[config.mk]
export PLATFORM = sky130hd
export DESIGN_NAME = bcfg_slave
export DESIGN_NICKNAME = d
export VERILOG_FILES = /design/src/rtl/bcfg_pkg.sv /design/src/rtl/bcfg_dpath.sv /design/src/rtl/bcfg_ctrl.sv /design/src/rtl/bcfg_slave.sv
export SDC_FILE = /design/constraint.sdc
export NUM_CORES = 1
export LEC_CHECK = 0
export BUFFER_PORTS_ARGS = -buffer_cell sky130_fd_sc_hd__buf_2
export CORE_ASPECT_RATIO = 0.7
export CORE_MARGIN = 2
export CORE_UTILIZATION = 35
export DETAILED_ROUTE_END_ITERATION = 16
export GPL_TIMING_DRIVEN = 0
export MAX_ROUTING_LAYER = met4
export PLACE_DENSITY = 0.55
export SYNTH_ARGS = -nofsm -noshare
export SYNTH_HDL_FRONTEND = slang
export SYNTH_SLANG_ARGS = --single-unit
[constraint.sdc]
create_clock -name clk -period 2.1 [get_ports clk]
set_clock_uncertainty 0.2 [all_clocks]
set_input_delay 0.315 -clock clk [delete_from_list [all_inputs] [get_ports clk]]
set_output_delay 0.315 -clock clk [all_outputs]
set_load 0.05 [all_outputs]
[src/rtl/bcfg_pkg.sv]
package bcfg_pkg;

  typedef enum logic [2:0] {
    ST_IDLE,
    ST_RX,
    ST_ACK,
    ST_TX,
    ST_RACK,
    ST_TXNEXT
  } ctrlState_t;

  typedef enum logic [1:0] {
    PH_ADDR,
    PH_CMD,
    PH_CNT,
    PH_DATA
  } rxPhase_t;

  // strobes from control to datapath, all single-cycle
  typedef struct packed {
    logic clrIdx;
    logic wrReg;
    logic ldCount;
    logic ldNext;
    logic txShift;
  } dpStrobe_t;

endpackage

[src/rtl/bcfg_dpath.sv]
module bcfg_dpath
  import bcfg_pkg::*;
#(
  parameter int NUM_REGS = 6,
  parameter logic [NUM_REGS*8-1:0] REG_INIT = '0,
  parameter logic [7:0] ID_BYTE = 8'hC1,
  parameter int SYNC_STAGES = 2
) (
  input  logic                  clk,
  input  logic                  rstN,
  input  logic                  sclIn,
  input  logic                  sdaIn,
  input  dpStrobe_t             stb,
  output logic                  sclRise,
  output logic                  sclFall,
  output logic                  sdaLvl,
  output logic                  startDet,
  output logic                  stopDet,
  output logic [7:0]            rxByte,
  output logic                  txBit,
  output logic [NUM_REGS*8-1:0] regOut
);

  localparam int IDX_W = $clog2(NUM_REGS + 2);
  localparam logic [IDX_W-1:0] IDX_MAX = IDX_W'(NUM_REGS + 1);
  localparam logic [7:0] COUNT_VAL = 8'(NUM_REGS + 1);

  // synchronizer chains plus one extra stage for edge detection
  logic [SYNC_STAGES:0] sclPipe;
  logic [SYNC_STAGES:0] sdaPipe;
  logic sclCur, sclOld, sdaCur, sdaOld;

  always_ff @(posedge clk or negedge rstN) begin
    if (!rstN) begin
      sclPipe <= '1;
      sdaPipe <= '1;
    end else begin
      sclPipe <= {sclPipe[SYNC_STAGES-1:0], sclIn};
      sdaPipe <= {sdaPipe[SYNC_STAGES-1:0], sdaIn};
    end
  end

  assign sclCur   = sclPipe[SYNC_STAGES-1];
  assign sclOld   = sclPipe[SYNC_STAGES];
  assign sdaCur   = sdaPipe[SYNC_STAGES-1];
  assign sdaOld   = sdaPipe[SYNC_STAGES];
  assign sclRise  = sclCur & ~sclOld;
  assign sclFall  = ~sclCur & sclOld;
  assign sdaLvl   = sdaCur;
  assign startDet = sclCur & sclOld & sdaOld & ~sdaCur;
  assign stopDet  = sclCur & sclOld & ~sdaOld & sdaCur;

  // receive shifter: samples on every rising SCL
  always_ff @(posedge clk or negedge rstN) begin
    if (!rstN)        rxByte <= '0;
    else if (sclRise) rxByte <= {rxByte[6:0], sdaCur};
  end

  // byte index shared by write and read streams, saturating
  logic [IDX_W-1:0] byteIdx;

  always_ff @(posedge clk or negedge rstN) begin
    if (!rstN)
      byteIdx <= '0;
    else if (stb.clrIdx)
      byteIdx <= '0;
    else if ((stb.wrReg || stb.ldNext) && byteIdx != IDX_MAX)
      byteIdx <= byteIdx + 1'b1;
  end

  // register bank
  logic [7:0] regFile [NUM_REGS];

  for (genvar g = 0; g < NUM_REGS; g++) begin : gReg
    always_ff @(posedge clk or negedge rstN) begin
      if (!rstN)
        regFile[g] <= REG_INIT[8*g +: 8];
      else if (stb.wrReg && byteIdx == IDX_W'(g))
        regFile[g] <= rxByte;
    end
    assign regOut[8*g +: 8] = regFile[g];
  end

  // next read byte: register, then identification byte, then zero
  logic [7:0] nextByte;

  always_comb begin
    nextByte = '0;
    for (int k = 0; k < NUM_REGS; k++)
      if (byteIdx == IDX_W'(k)) nextByte = regFile[k];
    if (byteIdx == IDX_W'(NUM_REGS)) nextByte = ID_BYTE;
  end

  // transmit shifter, MSB first
  logic [7:0] txReg;

  always_ff @(posedge clk or negedge rstN) begin
    if (!rstN)            txReg <= '1;
    else if (stb.ldCount) txReg <= COUNT_VAL;
    else if (stb.ldNext)  txReg <= nextByte;
    else if (stb.txShift) txReg <= {txReg[6:0], 1'b1};
  end

  assign txBit = txReg[7];

endmodule

[src/rtl/bcfg_ctrl.sv]
module bcfg_ctrl
  import bcfg_pkg::*;
#(
  parameter logic [6:0] SLV_ADDR = 7'h69
) (
  input  logic       clk,
  input  logic       rstN,
  input  logic       sclRise,
  input  logic       sclFall,
  input  logic       sdaLvl,
  input  logic       startDet,
  input  logic       stopDet,
  input  logic [7:0] rxByte,
  input  logic       txBit,
  output dpStrobe_t  stb,
  output logic       sdaOe
);

  localparam logic [3:0] LAST_BIT = 4'd8;

  ctrlState_t state;
  rxPhase_t   phase;
  logic [3:0] bitCnt;
  logic       isRead;

  function automatic rxPhase_t nextPhase(rxPhase_t p);
    case (p)
      PH_ADDR: return PH_CMD;
      PH_CMD:  return PH_CNT;
      default: return PH_DATA;
    endcase
  endfunction

  always_ff @(posedge clk or negedge rstN) begin
    if (!rstN) begin
      state  <= ST_IDLE;
      phase  <= PH_ADDR;
      bitCnt <= '0;
      isRead <= 1'b0;
    end else if (startDet) begin
      state  <= ST_RX;
      phase  <= PH_ADDR;
      bitCnt <= '0;
    end else if (stopDet) begin
      state  <= ST_IDLE;
    end else begin
      case (state)
        ST_RX: begin
          if (sclRise) begin
            bitCnt <= bitCnt + 1'b1;
          end else if (sclFall && bitCnt == LAST_BIT) begin
            if (phase != PH_ADDR) begin
              state <= ST_ACK;
            end else if (rxByte[7:1] == SLV_ADDR) begin
              state  <= ST_ACK;
              isRead <= rxByte[0];
            end else begin
              state <= ST_IDLE;
            end
          end
        end
        ST_ACK: begin
          if (sclFall) begin
            bitCnt <= '0;
            if (phase == PH_ADDR && isRead) begin
              state <= ST_TX;
              phase <= PH_DATA;
            end else begin
              state <= ST_RX;
              phase <= nextPhase(phase);
            end
          end
        end
        ST_TX: begin
          if (sclRise)
            bitCnt <= bitCnt + 1'b1;
          else if (sclFall && bitCnt == LAST_BIT)
            state <= ST_RACK;
        end
        ST_RACK: begin
          if (sclRise) state <= sdaLvl ? ST_IDLE : ST_TXNEXT;
        end
        ST_TXNEXT: begin
          if (sclFall) begin
            state  <= ST_TX;
            bitCnt <= '0;
          end
        end
        default: state <= ST_IDLE;
      endcase
    end
  end

  always_comb begin
    stb         = '0;
    stb.clrIdx  = startDet;
    stb.wrReg   = (state == ST_RX) && sclFall && (bitCnt == LAST_BIT) && (phase == PH_DATA);
    stb.ldCount = (state == ST_ACK) && sclFall && (phase == PH_ADDR) && isRead;
    stb.ldNext  = (state == ST_TXNEXT) && sclFall;
    stb.txShift = (state == ST_TX) && sclFall && (bitCnt != LAST_BIT);
  end

  assign sdaOe = (state == ST_ACK) || ((state == ST_TX) && !txBit);

endmodule

[src/rtl/bcfg_slave.sv]
module bcfg_slave
  import bcfg_pkg::*;
#(
  parameter int NUM_REGS = 6,
  parameter logic [NUM_REGS*8-1:0] REG_INIT = 48'hFFFF_FFFF_FF00,
  parameter logic [7:0] ID_BYTE = 8'hC1,
  parameter logic [6:0] SLV_ADDR = 7'h69,
  parameter int SYNC_STAGES = 2
) (
  input  logic                  clk,
  input  logic                  rstN,
  input  logic                  sclIn,
  input  logic                  sdaIn,
  output logic                  sdaOe,
  output logic [NUM_REGS*8-1:0] regOut
);

  dpStrobe_t  stb;
  logic       sclRise, sclFall, sdaLvl, startDet, stopDet, txBit;
  logic [7:0] rxByte;

  bcfg_dpath #(
    .NUM_REGS(NUM_REGS),
    .REG_INIT(REG_INIT),
    .ID_BYTE(ID_BYTE),
    .SYNC_STAGES(SYNC_STAGES)
  ) u_dpath (
    .clk(clk),
    .rstN(rstN),
    .sclIn(sclIn),
    .sdaIn(sdaIn),
    .stb(stb),
    .sclRise(sclRise),
    .sclFall(sclFall),
    .sdaLvl(sdaLvl),
    .startDet(startDet),
    .stopDet(stopDet),
    .rxByte(rxByte),
    .txBit(txBit),
    .regOut(regOut)
  );

  bcfg_ctrl #(
    .SLV_ADDR(SLV_ADDR)
  ) u_ctrl (
    .clk(clk),
    .rstN(rstN),
    .sclRise(sclRise),
    .sclFall(sclFall),
    .sdaLvl(sdaLvl),
    .startDet(startDet),
    .stopDet(stopDet),
    .rxByte(rxByte),
    .txBit(txBit),
    .stb(stb),
    .sdaOe(sdaOe)
  );

endmodule

After elaboration in Yosys (flattened, before gate mapping)
Index checks and enable logic that the tools add are counted.
- bits in registers: 83
- input port bits: 4
- output and inout bits: 49
- word-level logic and storage cells: 132
- $add $sub $neg: 2
- equal/unequal tests: 27
- multiplexer cells: 37
- bitwise gates (word level): 15
- reduce and logical (&&, ||, !) cells: 36
- operators by type and width (cell ; count):
    2-to-1 mux 8 bit ; 10
    2-to-1 mux 3 bit ; 13
    logical AND 1 bit ; 19
    2-to-1 mux 4 bit ; 4
    inequality test 4 x 3 -> 1 bit, second input constant ; 4
    inequality test 4 bit, second input constant ; 4
    equality test 3 bit, second input constant ; 5
    case mux 3 bit (5 select lines) ; 1
    2-to-1 mux 2 bit ; 7
    AND reduction 7 bit ; 2
    equality test 3 x 2 -> 1 bit, second input constant ; 4
    NOT 1 bit ; 8
    case mux 4 bit (2 select lines) ; 1
    nonzero test 2 bit ; 4
    AND 1 bit ; 7
    equality test 7 bit, second input constant ; 1
    equality test 3 x 1 -> 1 bit, second input constant ; 2
    inequality test 3 x 1 -> 1 bit, second input constant ; 2
    nonzero test 3 bit ; 2
    adder 4 x 1 -> 4 bit, second input constant ; 1
    equality test 4 bit, second input constant ; 1
    case mux 2 bit (2 select lines) ; 1
    AND reduction 4 bit ; 1
    OR reduction 2 bit ; 2
    10 further kinds ; 11

Logic depth before layout (Yosys ltp)
- depth in word-level cells: 10
- gate-level depth with buffers: 8

Hierarchy
From an unflattened synthesis, not the netlist that was laid out.
- cell total of the unflattened synthesis: 395
- area total of the unflattened synthesis: 4476.8 um2
- modules (own cells, without submodules) (module ; instances ; cells an instance ; area an instance (um2) ; seq. area each (um2)):
    bcfg_dpath ; 1 ; 299 ; 3633.5 ; 1894.3
    bcfg_ctrl ; 1 ; 96 ; 843.3 ; 250.2

Least setup slack after synthesis
OpenSTA, ideal clock, no wires.
- path kind: flip-flop to output port
- start point: register u_ctrl.state[1]
- end point: output sdaOe
- arrival: 1953 ps
- setup slack: -368 ps
- stages on the path, launching flop included: 4
- path buffers: 1
- path through: dfrtp_1 clkbuf_2 nor2b_1 a21boi_0
- word-level cells in the longest chain between the ends: 3
- elaborated cells between the ends (all ways): 4
- RTL lines (what ; line ; text):
    start, declared ; bcfg_ctrl.sv:21 ; ctrlState_t state;
    start signal, assigned ; bcfg_ctrl.sv:81 ; if (sclRise) state <= sdaLvl ? ST_IDLE : ST_TXNEXT;
    equality test 3 x 2 -> 1 bit ; bcfg_ctrl.sv:103 ; assign sdaOe = (state == ST_ACK) || ((state == ST_TX) && !txBit);
    logical AND 1 bit ; bcfg_ctrl.sv:103 ;
    logical OR 1 bit (*) ; bcfg_ctrl.sv:103 ;
    end, declared ; bcfg_slave.sv:14 ; output logic sdaOe,
Mark *: on every way between the ends. The rest lies on a longest branch, timed or not.

Final worst setup path
- start point: register u_dpath.byteIdx[1]
- end point: register u_dpath.txReg[2]
- word-level cells in the longest chain between the ends: 10
- elaborated cells between the ends (all ways): 16
- RTL lines (what ; line ; text):
    start, declared ; bcfg_dpath.sv:60 ; logic [IDX_W-1:0] byteIdx;
    start signal, assigned ; bcfg_dpath.sv:68 ; byteIdx <= byteIdx + 1'b1;
    logical NOT 3 bit ; bcfg_dpath.sv:90 ; if (byteIdx == IDX_W'(k)) nextByte = regFile[k];
    2-to-1 mux 8 bit (6 in series) ; bcfg_dpath.sv:90 ;
    2-to-1 mux 8 bit (*) ; bcfg_dpath.sv:91 ; if (byteIdx == IDX_W'(NUM_REGS)) nextByte = ID_BYTE;
    2-to-1 mux 8 bit (*) ; bcfg_dpath.sv:100 ; else if (stb.ldNext) txReg <= nextByte;
    2-to-1 mux 8 bit (*) ; bcfg_dpath.sv:99 ; else if (stb.ldCount) txReg <= COUNT_VAL;
    end signal, assigned ; bcfg_dpath.sv:100 ;
    end signal, assigned ; bcfg_dpath.sv:101 ; else if (stb.txShift) txReg <= {txReg[6:0], 1'b1};
    end, declared ; bcfg_dpath.sv:95 ; logic [7:0] txReg;
Marked as above.
A chain may end at the register's enable or synchronous reset.

==> results.md <==
- Status: complete, but fails checks
- Failing checks: setup timing
- Routability cong.: 0.854
- Async set or reset register ratio after synthesis: 1.00
- Initial antenna violation count: 0
- Worst hold stages: 0
- Detailed Route Iter0 Violations: 175
- Hold crit path type: flip-flop to flip-flop
- Finish-stage setup viols: 10
- Hold Crit Endpoint: u_dpath.sdaPipe[1]
- Crit-path slowest cell: dfrtp_2
- Die W: 135 microns
- Placed cell area: 4740 sq um
- Slew HR: 0.628
- Top cell family by delay on the critical path: compound AO/OA/AOI/OAI gates
- Worst-Skew Late Latency: 0.34 ns
- Finished Core Util: 0.458
- Mapped Cells: 353
- Crit-path cells: ha_4 > ha_4 > or2_4 > a221o_1 > a221o_1 > a32oi_1
- Period minus WS final: 2.16 ns
- # Max-Cap Violations: 0
- Number of detailed-route iterations in the first pass: 4
- PD cells: 689 nW/um^2
- Most frequent cells in the layout: dfstp_2, buf_2, mux2_2
- Final worst slack: -0.0603 ns
- Initial cell density of the core: 0.359
- Longest Clk Path Bufs: 2
- Worst Max-Slew Pin Slew: 0.558 ns
- Via count: 3195
- #FFs+latches synth: 83
- ANT cells: 0
- Vias in the first global route: 3019
- Final critical-path share of the clock period: 1.03
- Prevailing post-synth register cell: dfstp_2
- Reg2reg end: u_dpath.txReg[2]
- VDD IR max: 0.000457 V
- Achievable Freq: 0.463 GHz
- Crit-path max cell delay: 0.46 ns
- Area Overhead vs Synth: 27.6%
- Max FO, Critical Path: 5
- H-tree levels: 3
- R2R cell count: 6
- Reg2reg start: u_dpath.byteIdx[1]
- Yosys top cell area share: 0.337
- Slew Limit Fails: 0
- Top cells by area, synth: dfstp_2, dfrtp_1, mux2_2
- Kind of critical path: flip-flop to flip-flop
- Final nets: 441
- Commonest non-fill, non-tap cell in the layout: dfstp_2
- Post-Syn Area: 4210 sq um
- First-pass GRT wire length: 17.6 mm
- Finished Cell Area: 5370 sq um
- Final WL: 11.3 mm
- GRT Overall Usage: 0.188
- Row cnt: 33
- Synth unique cells: 56
- DR vias/cell: 5.41
- R2R setup slack: -0.06 ns
- Antenna-violating nets left: 0
- Hold Violations, Final: 0
- Remaining global-route overflow: 0
- Hold Slack: 0.156 ns
- RSZ-0062 raised after global routing: true
- TritonCTS Sinks: 83
- CTS Root Buffer Type: clkbuf_16
- Dpl hpwl: 7.99 mm
- Total die area: 12900 sq um
- Drt wl/cell: 19.2 microns
- Post-synth EDFFs: 0
- Core Box Area: 11700 sq um
- Required @ worst endpoint: 2.16 ns
- CP Launch Type: flip-flop
- Syn Area/Cell: 11.9 sq um
- Leak pwr: 0.00228 uW
- Clock transition at the registers of the reported paths: 0.06 ns
- Min-delay src: u_dpath.sdaPipe[0]
- Worst path buffer plus inverter count: 0
- Pin count of the biggest net entering global routing: 44
- Sequential cell area fraction in the yosys report: 0.509
- Die Ht: 95.8 microns
- Share of cells above drive strength 1: 0.574
- CTS tree: built
- Cell taking the most area after synthesis: dfstp_2
- Syn nets: 365
- Total CTS buffers: 9
- CP arrival: 2.22 ns
- Yosys Warn Count: 0
- IO Port Bufs: 52
- Crit end category: flip-flop
- # DRC: 0
- I/O Pins: 53
[routing by layer]
layer  part of all wire  up-vias  GRT usage
met2               0.40       79      0.256
met4             0.0098        0     0.0469
met1               0.54     1610      0.281
li1                   -     1493          -
met5                  0        -          -
met3              0.044       13     0.0411
[what timing repair did]
action	4_1_cts	5_1_grt
setup endpoints to repair	61	54
hold buffers	3	0
pin swaps	4	3
setup buffers	9	5
hold endpoints to repair	16	0
gates resized for setup	48	14
cloned	0	0
[cells in the mapped netlist (5+ instances only)]
library cell,count
dfrtp_1,29
a221oi_1,6
a21oi_1,16
o21ai_0,14
mux2_2,58
inv_1,12
nand2_1,15
a31oi_1,5
nand3_1,7
nand4_1,8
buf_2,5
and3_1,5
a221o_1,7
dfstp_2,54
nor2b_1,10
nand3b_1,6
clkbuf_1,8
ha_1,8
nor2_1,15
[power by group]
group          total [uW]  leakage, uW  switching [uW]  internal (uW)
clock network        1570     0.000145             656            917
registers            1880     0.000939             195           1680
logic                 250      0.00120             128            122
[sequential cells by signal, summed over array words and instances (netlist names)]
register         count
u_ctrl.bitCnt        4
u_ctrl.isRead        1
u_ctrl.phase         2
u_ctrl.state         3
u_dpath.byteIdx      3
u_dpath.regOut      48
u_dpath.rxByte       8
u_dpath.sclPipe      3
u_dpath.sdaPipe      3
u_dpath.txReg        8
[metrics by stage]
step / total power, uW / TNS, ns / instances / worst slack, ns
2_1_floorplan: 1950 / -0.580 / 353 / -0.0714
3_3_place_gp: 2110 / -22.92 / 562 / -0.544
3_5_place_dp: 2120 / -19.29 / 563 / -0.584
4_1_cts: 3730 / -0.536 / 587 / -0.0502
5_1_grt: 3850 / -2.31 / 591 / -0.123
6_report: 3700 / -0.407 / 591 / -0.0603
[cell families (layout without fill, tap and decap cells)]
logic type | after synthesis | after routing | share of synthesized area
AO/OA/AOI/OAI | 81 | 81 | 0.139
adder cells (fa/ha/maj) | 8 | 8 | 0.0238
buffers and inverters | 29 | 110 | 0.0294
flip-flops | 83 | 83 | 0.509
AND/OR/NAND/NOR | 91 | 91 | 0.136
XOR/XNOR | 1 | 1 | 0.00208
multiplexers | 60 | 60 | 0.160
[worst max-delay path by stage]
stage / cells after the start / endpoint / slack [ns] / start
after global placement: 7 / u_dpath.txReg[7] / -0.54 / u_dpath.byteIdx[1]
after floorplan: 6 / u_dpath.regOut[40] / -0.07 / u_dpath.sclPipe[2]
after global routing: 6 / u_dpath.regOut[44] / -0.12 / u_dpath.sclPipe[2]
after CTS: 7 / u_dpath.regOut[43] / -0.05 / u_ctrl.bitCnt[0]
after detailed placement: 7 / u_dpath.txReg[7] / -0.58 / u_dpath.byteIdx[1]
final: 6 / u_dpath.txReg[2] / -0.06 / u_dpath.byteIdx[1]
[final cells by class]
cell class                      count  area [sq um]
Clock inverter                      7          66.3
Timing Repair Buffer               70           424
Inverter                           13          53.8
Clock buffer                        9           225
Sequential cell                    83          2150
Multi-Input combinational cell    241          2160
Fill cell                        1121          6350
Tap cell                          157           196
Buffer                             11           100
(Power assumes the default switching activity.)
